--- config.mk ---
export PLATFORM = sky130hd
export DESIGN_NAME = i2c_wiper_rb
export DESIGN_NICKNAME = d
export VERILOG_FILES = /design/src/rtl/i2c_wiper_rb.sv
export SDC_FILE = /design/constraint.sdc
export NUM_CORES = 1
export LEC_CHECK = 0
export CAP_MARGIN = 20
export CORE_MARGIN = 3
export CORE_UTILIZATION = 30
export CTS_CLUSTER_DIAMETER = 120
export CTS_CLUSTER_SIZE = 28
export DETAILED_ROUTE_END_ITERATION = 10
export HOLD_SLACK_MARGIN = 0.08
export PLACE_DENSITY = 0.5
export SYNTH_ARGS = -nofsm -noshare
export SYNTH_HDL_FRONTEND = slang
export SYNTH_SLANG_ARGS = --single-unit
export TNS_END_PERCENT = 20
--- constraint.sdc ---
create_clock -name clk -period 2.35 [get_ports clk]
set_input_delay 0.235 -clock clk [delete_from_list [all_inputs] [get_ports clk]]
set_output_delay 0.235 -clock clk [all_outputs]
set_load 0.005 [all_outputs]
--- src/rtl/i2c_wiper_rb.sv ---
module i2c_wiper_rb #(
  parameter logic [6:0] DEV_ADDR = 7'h57,
  parameter int W0_BITS = 6,
  parameter int W1_BITS = 7,
  parameter int W2_BITS = 8
) (
  input  logic       clk,
  input  logic       rst_n,
  input  logic       scl_i,
  input  logic       sda_i,
  output logic       sda_oe,
  input  logic       host_we,
  input  logic [1:0] host_sel,
  input  logic [7:0] host_data
);

  typedef enum logic [2:0] {S_IDLE, S_RX, S_ACK, S_HOLD, S_TX, S_MACK, S_WAIT} st_t;
  typedef enum logic [1:0] {N_INSTR, N_HOLD, N_TX} nx_t;

  localparam logic [7:0] WR_BYTE = {DEV_ADDR, 1'b0};
  localparam logic [7:0] RD_BYTE = {DEV_ADDR, 1'b1};

  logic [2:0] scl_q, sda_q;
  st_t        state;
  nx_t        after;
  logic       is_instr, armed;
  logic [3:0] cnt;
  logic [7:0] shreg, txreg;
  logic [1:0] ptr;
  logic [W0_BITS-1:0] w0;
  logic [W1_BITS-1:0] w1;
  logic [W2_BITS-1:0] w2;

  wire scl_rise  = scl_q[1] & ~scl_q[2];
  wire scl_fall  = ~scl_q[1] & scl_q[2];
  wire scl_hi    = scl_q[1] & scl_q[2];
  wire start_det = scl_hi & ~sda_q[1] & sda_q[2];
  wire stop_det  = scl_hi & sda_q[1] & ~sda_q[2];
  wire instr_ok  = (shreg[6:2] == 5'd0) && (shreg[1:0] != 2'b11);

  wire [7:0] rd0 = 8'(w0);
  wire [7:0] rd1 = 8'(w1);
  wire [7:0] rd2 = 8'(w2);
  wire [7:0] sel_val = !armed      ? rd0 :
                       (ptr == 2'd1) ? rd1 :
                       (ptr == 2'd2) ? rd2 : rd0;

  always_ff @(posedge clk or negedge rst_n) begin
    if (!rst_n) begin
      scl_q <= '1;
      sda_q <= '1;
    end else begin
      scl_q <= {scl_q[1:0], scl_i};
      sda_q <= {sda_q[1:0], sda_i};
    end
  end

  always_ff @(posedge clk or negedge rst_n) begin
    if (!rst_n) begin
      w0 <= '0;
      w1 <= '0;
      w2 <= '0;
    end else if (host_we) begin
      case (host_sel)
        2'd0: w0 <= host_data[W0_BITS-1:0];
        2'd1: w1 <= host_data[W1_BITS-1:0];
        2'd2: w2 <= host_data[W2_BITS-1:0];
        default: ;
      endcase
    end
  end

  always_ff @(posedge clk or negedge rst_n) begin
    if (!rst_n) begin
      state    <= S_IDLE;
      after    <= N_INSTR;
      is_instr <= 1'b0;
      armed    <= 1'b0;
      cnt      <= '0;
      shreg    <= '0;
      txreg    <= '0;
      ptr      <= '0;
      sda_oe   <= 1'b0;
    end else if (stop_det) begin
      state  <= S_IDLE;
      armed  <= 1'b0;
      sda_oe <= 1'b0;
    end else if (start_det) begin
      state    <= S_RX;
      is_instr <= 1'b0;
      cnt      <= '0;
      sda_oe   <= 1'b0;
      if (state != S_HOLD) armed <= 1'b0;
    end else begin
      case (state)
        S_RX: begin
          if (scl_rise) begin
            shreg <= {shreg[6:0], sda_q[1]};
            cnt   <= cnt + 4'd1;
          end else if (scl_fall && cnt == 4'd8) begin
            if (!is_instr) begin
              if (shreg == WR_BYTE) begin
                sda_oe <= 1'b1;
                state  <= S_ACK;
                after  <= N_INSTR;
              end else if (shreg == RD_BYTE) begin
                sda_oe <= 1'b1;
                state  <= S_ACK;
                after  <= N_TX;
                txreg  <= sel_val;
                armed  <= 1'b0;
              end else begin
                state <= S_IDLE;
              end
            end else if (instr_ok) begin
              sda_oe <= 1'b1;
              state  <= S_ACK;
              after  <= N_HOLD;
              ptr    <= shreg[1:0];
            end else begin
              state <= S_IDLE;
            end
          end
        end
        S_ACK: begin
          if (scl_fall) begin
            case (after)
              N_INSTR: begin
                state    <= S_RX;
                is_instr <= 1'b1;
                cnt      <= '0;
                sda_oe   <= 1'b0;
              end
              N_HOLD: begin
                state  <= S_HOLD;
                armed  <= 1'b1;
                sda_oe <= 1'b0;
              end
              default: begin
                state  <= S_TX;
                cnt    <= '0;
                sda_oe <= ~txreg[7];
              end
            endcase
          end
        end
        S_TX: begin
          if (scl_fall) begin
            if (cnt == 4'd7) begin
              state  <= S_MACK;
              sda_oe <= 1'b0;
            end else begin
              txreg  <= {txreg[6:0], 1'b0};
              cnt    <= cnt + 4'd1;
              sda_oe <= ~txreg[6];
            end
          end
        end
        S_MACK: if (scl_rise) state <= S_WAIT;
        default: ;
      endcase
    end
  end

endmodule

Word level (Yosys, flattened, before mapping) --
Cells that the tools add are included.
Operators by class: reductions and logical operators 27, bitwise logic cells 16, multiplexer cells 64, equal/unequal tests 41, add/sub/neg operators 1
Operator list (number):
- two-way mux 8 bit | 10
- != test 4 bit, second input constant | 10
- AND reduction 7 bit | 5
- two-way mux 3 bit | 9
- two-way mux 1 bit | 26
- two-way mux 4 bit | 6
- == test 8 bit, second input constant | 2
- != test 2 bit, second input constant | 8
- case mux 8 bit (2 select lines) | 1
- != test 3 bit, second input constant | 5
- two-way mux 2 bit | 7
- case mux 3 bit (4 select lines) | 1
- case mux 4 bit (3 select lines) | 1
- AND reduction 10 bit | 1
- NOT 1 bit | 9
- AND reduction 9 bit | 1
- AND reduction 4 bit | 2
- nonzero test 2 bit | 4
- nonzero test 4 bit | 2
- AND 1 bit | 7
- == test 2 x 1 -> 1 bit, second input constant | 3
- == test 3 bit, second input constant | 2
- != test 6 bit, second input constant | 1
- case mux 3 bit (2 select lines) | 1
- other kinds (20) | 25
Word-level totals: register bits 57, input port bits 15, logic and storage cells 163, output and inout port bits 1

Depth between registers and ports, before layout --
depth after elaboration 10, mapped depth 8, mapped depth without buffers 7

Least setup slack after synthesis --
Ideal clock, no wire load.
path type flip-flop to flip-flop, start register scl_q[2], end register txreg[1], arrival time 1.916 ns, period minus slack after synthesis 2.041 ns, path slack 0.309 ns, required time 2.225 ns, setup time 0.125 ns, cell stages (with the launch flop) 6, path buffers 0, cells stage by stage dfstp_2 and2b_2 nand4_1 o21a_1 a2111oi_4 mux2_2
On the way: cells in the longest elaborated chain, start to end 5, elaborated cells on any way between the ends 15, those cells by class eq/ne (3); bitwise (10); reduce/logical (2)
RTL lines:
- start: declaration | RTL line 23 | logic [2:0] scl_q, sda_q;
- start signal: assignment | RTL line 53 | scl_q <= {scl_q[1:0], scl_i};
- AND 1 bit | RTL line 36 | wire scl_hi = scl_q[1] & scl_q[2];
- AND 1 bit, on equally long branches (2 in series) | RTL line 38, 37
- NOT 1 bit (no line)
- AND reduction 10 bit (no line) *
- end signal: assignment | RTL line 110 | txreg <= sel_val;
- end signal: assignment | RTL line 153 | txreg <= {txreg[6:0], 1'b0};
- end: declaration | RTL line 28 | logic [7:0] shreg, txreg;
Mark *: on every way between the ends. The rest lies on a longest branch, timed or not. A chain may end at the register's enable or synchronous reset.

Final worst setup path --
start register scl_q[2], end register txreg[2]
The elaborated chain is that of the path after synthesis.

==> run_results.csv <==
group,metric,value,unit
status,outcome,"complete, no violations",
pwr,report.power.total,2.47,mW
pwr,power.density_cell_area,720,mW/mm^2
placement,portBuffers,15,
sta,tightest_slew,0.650,ns
logic_synthesis,synth.yosys.warnings,0,
finish,area_delta_synth_final,19.9,%
drt,detail_route.drc_violations,0,
critical_path,crit_path_start,"scl_q[2]",
floorplan,floorplan_die_height,104,um
sta,report.final.setup_viol,0,
logic_synthesis,netlist_top_cells_area,"dfrtp_1 (45%), mux2_2 (15%), dfstp_2 (5.5%)",
sta,final.setup_skew,0.00708,ns
floorplan,std_cell_rows,34,
global_routing,grt_antenna_before_repair,0,
logic_synthesis,yosys.area.top_type_share,44.7,%
pwr,ir_drop,294,uV
pwr,static_leak,1.43,nW
drt,routed-wl-met3,210,um
drt,routed-via-count,2015,
sta,rsz0062_at_grt,"no",
critical_path,critPathBufInv,1,
placement,gp_routability_congestion,0.855,
logic_synthesis,yosys_most_used_dff,"dfrtp_1",
critical_path,crit_type,"reg2reg",
drt,firstDrtPassIters,4,
floorplan,die_area,0.0107,sq mm
critical_path,cp_slowest_stage_delay,0.60,ns
critical_path,reg2reg_depth,6,
finish,final_cell_area,0.00343,sq mm
critical_path,timing.critical_path.arrival,2.35,ns
drt,routed_via_density,4.89,
drt,final_antenna_net_count,0,
sta,hold_viol_final,0,
drt,routedWlPerCell,15.3,um
critical_path,critPathTopFamily,"flip-flops",
critical_path,setup.worst_path.end,"txreg[2]",
logic_synthesis,postSynthCellCount,252,
drt,highest-signal-layer,"met4",
sta,timing.final.crit_share,90.3,%
critical_path,worstReg2RegStart,"scl_q[2]",
critical_path,cp_slowest_cell,"dfstp_2",
clock_network,worstSkewPairLatency,0.34,ns
global_routing,grt_pass1_wl,10.7,mm
clock_network,clk_path_buf_depth,2,
global_routing,first_global_vias,2118,
placement,hpwlAfterDp,4.43,mm
finish,count_of_inserted_antenna_diode_cells,0,
critical_path,crit_path_cell_trace,"and2b_2 -> nand4_1 -> o21a_1 -> a2111oi_4 -> buf_4 -> mux2_2",
logic_synthesis,ys_async_sr_fraction,100,%
floorplan,die-width,104,um
logic_synthesis,mappedNetlistArea,0.00286,sq mm
sta,number_of_pins_with_negative_max_slew_slack_in_the_final_report,0,
logic_synthesis,syn-num-nets,269,
placement,preCtsSetupSlack,0.252,ns
floorplan,floorplan.core_area,0.00898,sq mm
critical_path,rrSetupSlack,0.23,ns
drt,wire_length_on_met2,2.99,mm
sta,min_period,2.12,ns
clock_network,numClockSinks,57,
global_routing,globalRoute.totalOverflow,0,
sta,achievable-frequency,471,MHz
floorplan,top_level_ports,16,
logic_synthesis,synth_seq_area_share,50.2,%
clock_network,clk_pin_slew,0.07,ns
critical_path,crit-reg2reg-capture,"txreg[2]",
logic_synthesis,synth_cell_types,51,
placement,postPlaceCellArea,0.00321,sq mm
worst_hold_path,holdCritPathClass,"in2reg",
critical_path,critical_path_cell_count,6,
sta,setup-tns-final,0,ns
clock_network,cts_root_buffer,"clkbuf_8",
logic_synthesis,synth-edff-count,0,
logic_synthesis,post_synth_top_area_cell,"dfrtp_1",
clock_network,cts_bufs_inserted,9,
critical_path,cp-end-kind,"register",
finish,finalNetCount,298,
logic_synthesis,ys_ff_latch,57,
sta,max_slew_headroom_at_the_worst_pin,56.7,%
clock_network,tritoncts,"built",
clock_network,cts_max_level,3,
global_routing,groute.usage.overall,12.5,%
drt,detail_route.wirelength,6.30,mm
run,drv_cap,0,
critical_path,worst_setup_path_start_kind,"register",
sta,final_critical_path_setup_slack,0.227,ns
drt,detail_route.wirelength.met1,2.99,mm
logic_synthesis,mean_post_synth_cell_area,11.3,sq um
global_routing,grt_start_max_net_pins,29,
clock_network,cts.repair_timing.setup_buffer_count,0,
drt,drt_iter0_markers,59,
floorplan,initial_utilization,31.8,%
critical_path,required,2.57,ns
finish,layout-drive-gt1-share,28.7,%
critical_path,crit_path_max_fanout,9,
per-stage QoR:
step	util [%]	std cells	hold WS (ns)
after detailed placement	35.7	395	0.298
after global routing	38.2	412	0.282
final	38.2	412	0.303
after CTS	38.2	412	0.287
after floorplan	-	252	-0.0606
after global placement	35.7	395	0.296
registers in the layout, indices dropped and copies added, names as in the netlist:
| name | count |
|---|---|
| after | 2 |
| sda_oe | 1 |
| armed | 1 |
| sda_q | 3 |
| txreg | 8 |
| ptr | 2 |
| state | 3 |
| w1 | 7 |
| w0 | 6 |
| is_instr | 1 |
| rd2 | 8 |
| cnt | 4 |
| scl_q | 3 |
| shreg | 8 |
repair_timing:
action | in CTS | in global routing
hold buffers | 1 | 0
hold endpoints to repair | 24 | 0
resized for setup | 0 | 0
cell type report:
| class | instances | area [sq um] |
|---|---|---|
| clock buffers | 10 | 128 |
| clock inverters | 6 | 82.6 |
| fillers | 895 | 5550 |
| inverters | 11 | 41.3 |
| multi-input cells | 175 | 1350 |
| flip-flops and latches | 57 | 1430 |
| well taps | 126 | 158 |
| repair buffers | 27 | 238 |
worst min-delay path by stage:
stage                    end  cells past startpoint   from
finish              sda_q[0]                      1  sda_i
global route        scl_q[0]                      1  scl_i
CTS                 scl_q[0]                      1  scl_i
detailed placement  shreg[6]                      1  rst_n
global placement    shreg[6]                      1  rst_n
floorplan           after[0]                      0  rst_n
power breakdown:
part	leakage [nW]	switching, mW	total (mW)	internal [mW]
Combinational	0.603	0.109	0.266	0.157
Clock	0.106	0.401	0.992	0.591
Sequential	0.720	0.0843	1.21	1.12
Total	1.43	0.594	2.47	1.87
cells in the mapped netlist (all sizes together), types with 3 or more instances:
cell type  number
dfrtp          51
mux2           39
nand2          23
inv            11
o21ai          11
o22ai          10
nor2            9
a21oi           7
clkbuf          7
dfstp           6
nand3           6
nor2b           6
nand2b          5
o2bb2ai         5
a211oi          4
and2            4
nand3b          4
nor3b           4
o21a            3
metal layers:
layer	track usage, %	vias to the layer above
met5	0	-
met4	4.84	0
met3	3.92	10
met2	20.3	36
met1	15.5	987
li1	-	982
worst register-to-register path, stage by stage (launching register included):
cell       delay (ns)
dfstp_2          0.60
and2b_2          0.22
nand4_1          0.10
o21a_1           0.23
a2111oi_4        0.28
buf_4            0.23
mux2_2           0.35
placed cells by master (no fill, tap or decap), types with 3 or more instances in the layout:
master / count
a211oi_1: 4
a21oi_1: 7
and2_1: 4
buf_4: 11
clkbuf_8: 9
clkdlybuf4s50_1: 14
clkinv_2: 3
dfrtp_1: 51
dfstp_2: 6
inv_1: 11
mux2_2: 39
nand2_1: 23
nand2b_1: 5
nand3_1: 6
nand3b_1: 4
nor2_1: 9
nor2b_1: 6
nor3b_1: 3
o21a_1: 3
o21ai_0: 10
o22ai_1: 10
o2bb2ai_1: 5
cell families after synthesis:
family | synth area share, %
AO/OA/AOI/OAI | 14.8
XOR/XNOR | 0.307
adder cells (fa/ha/maj) | 0.876
buffers and inverters | 2.72
flip-flops | 50.2
multiplexers | 15.7
AND/OR/NAND/NOR | 15.4
(Power assumes the default switching activity.)
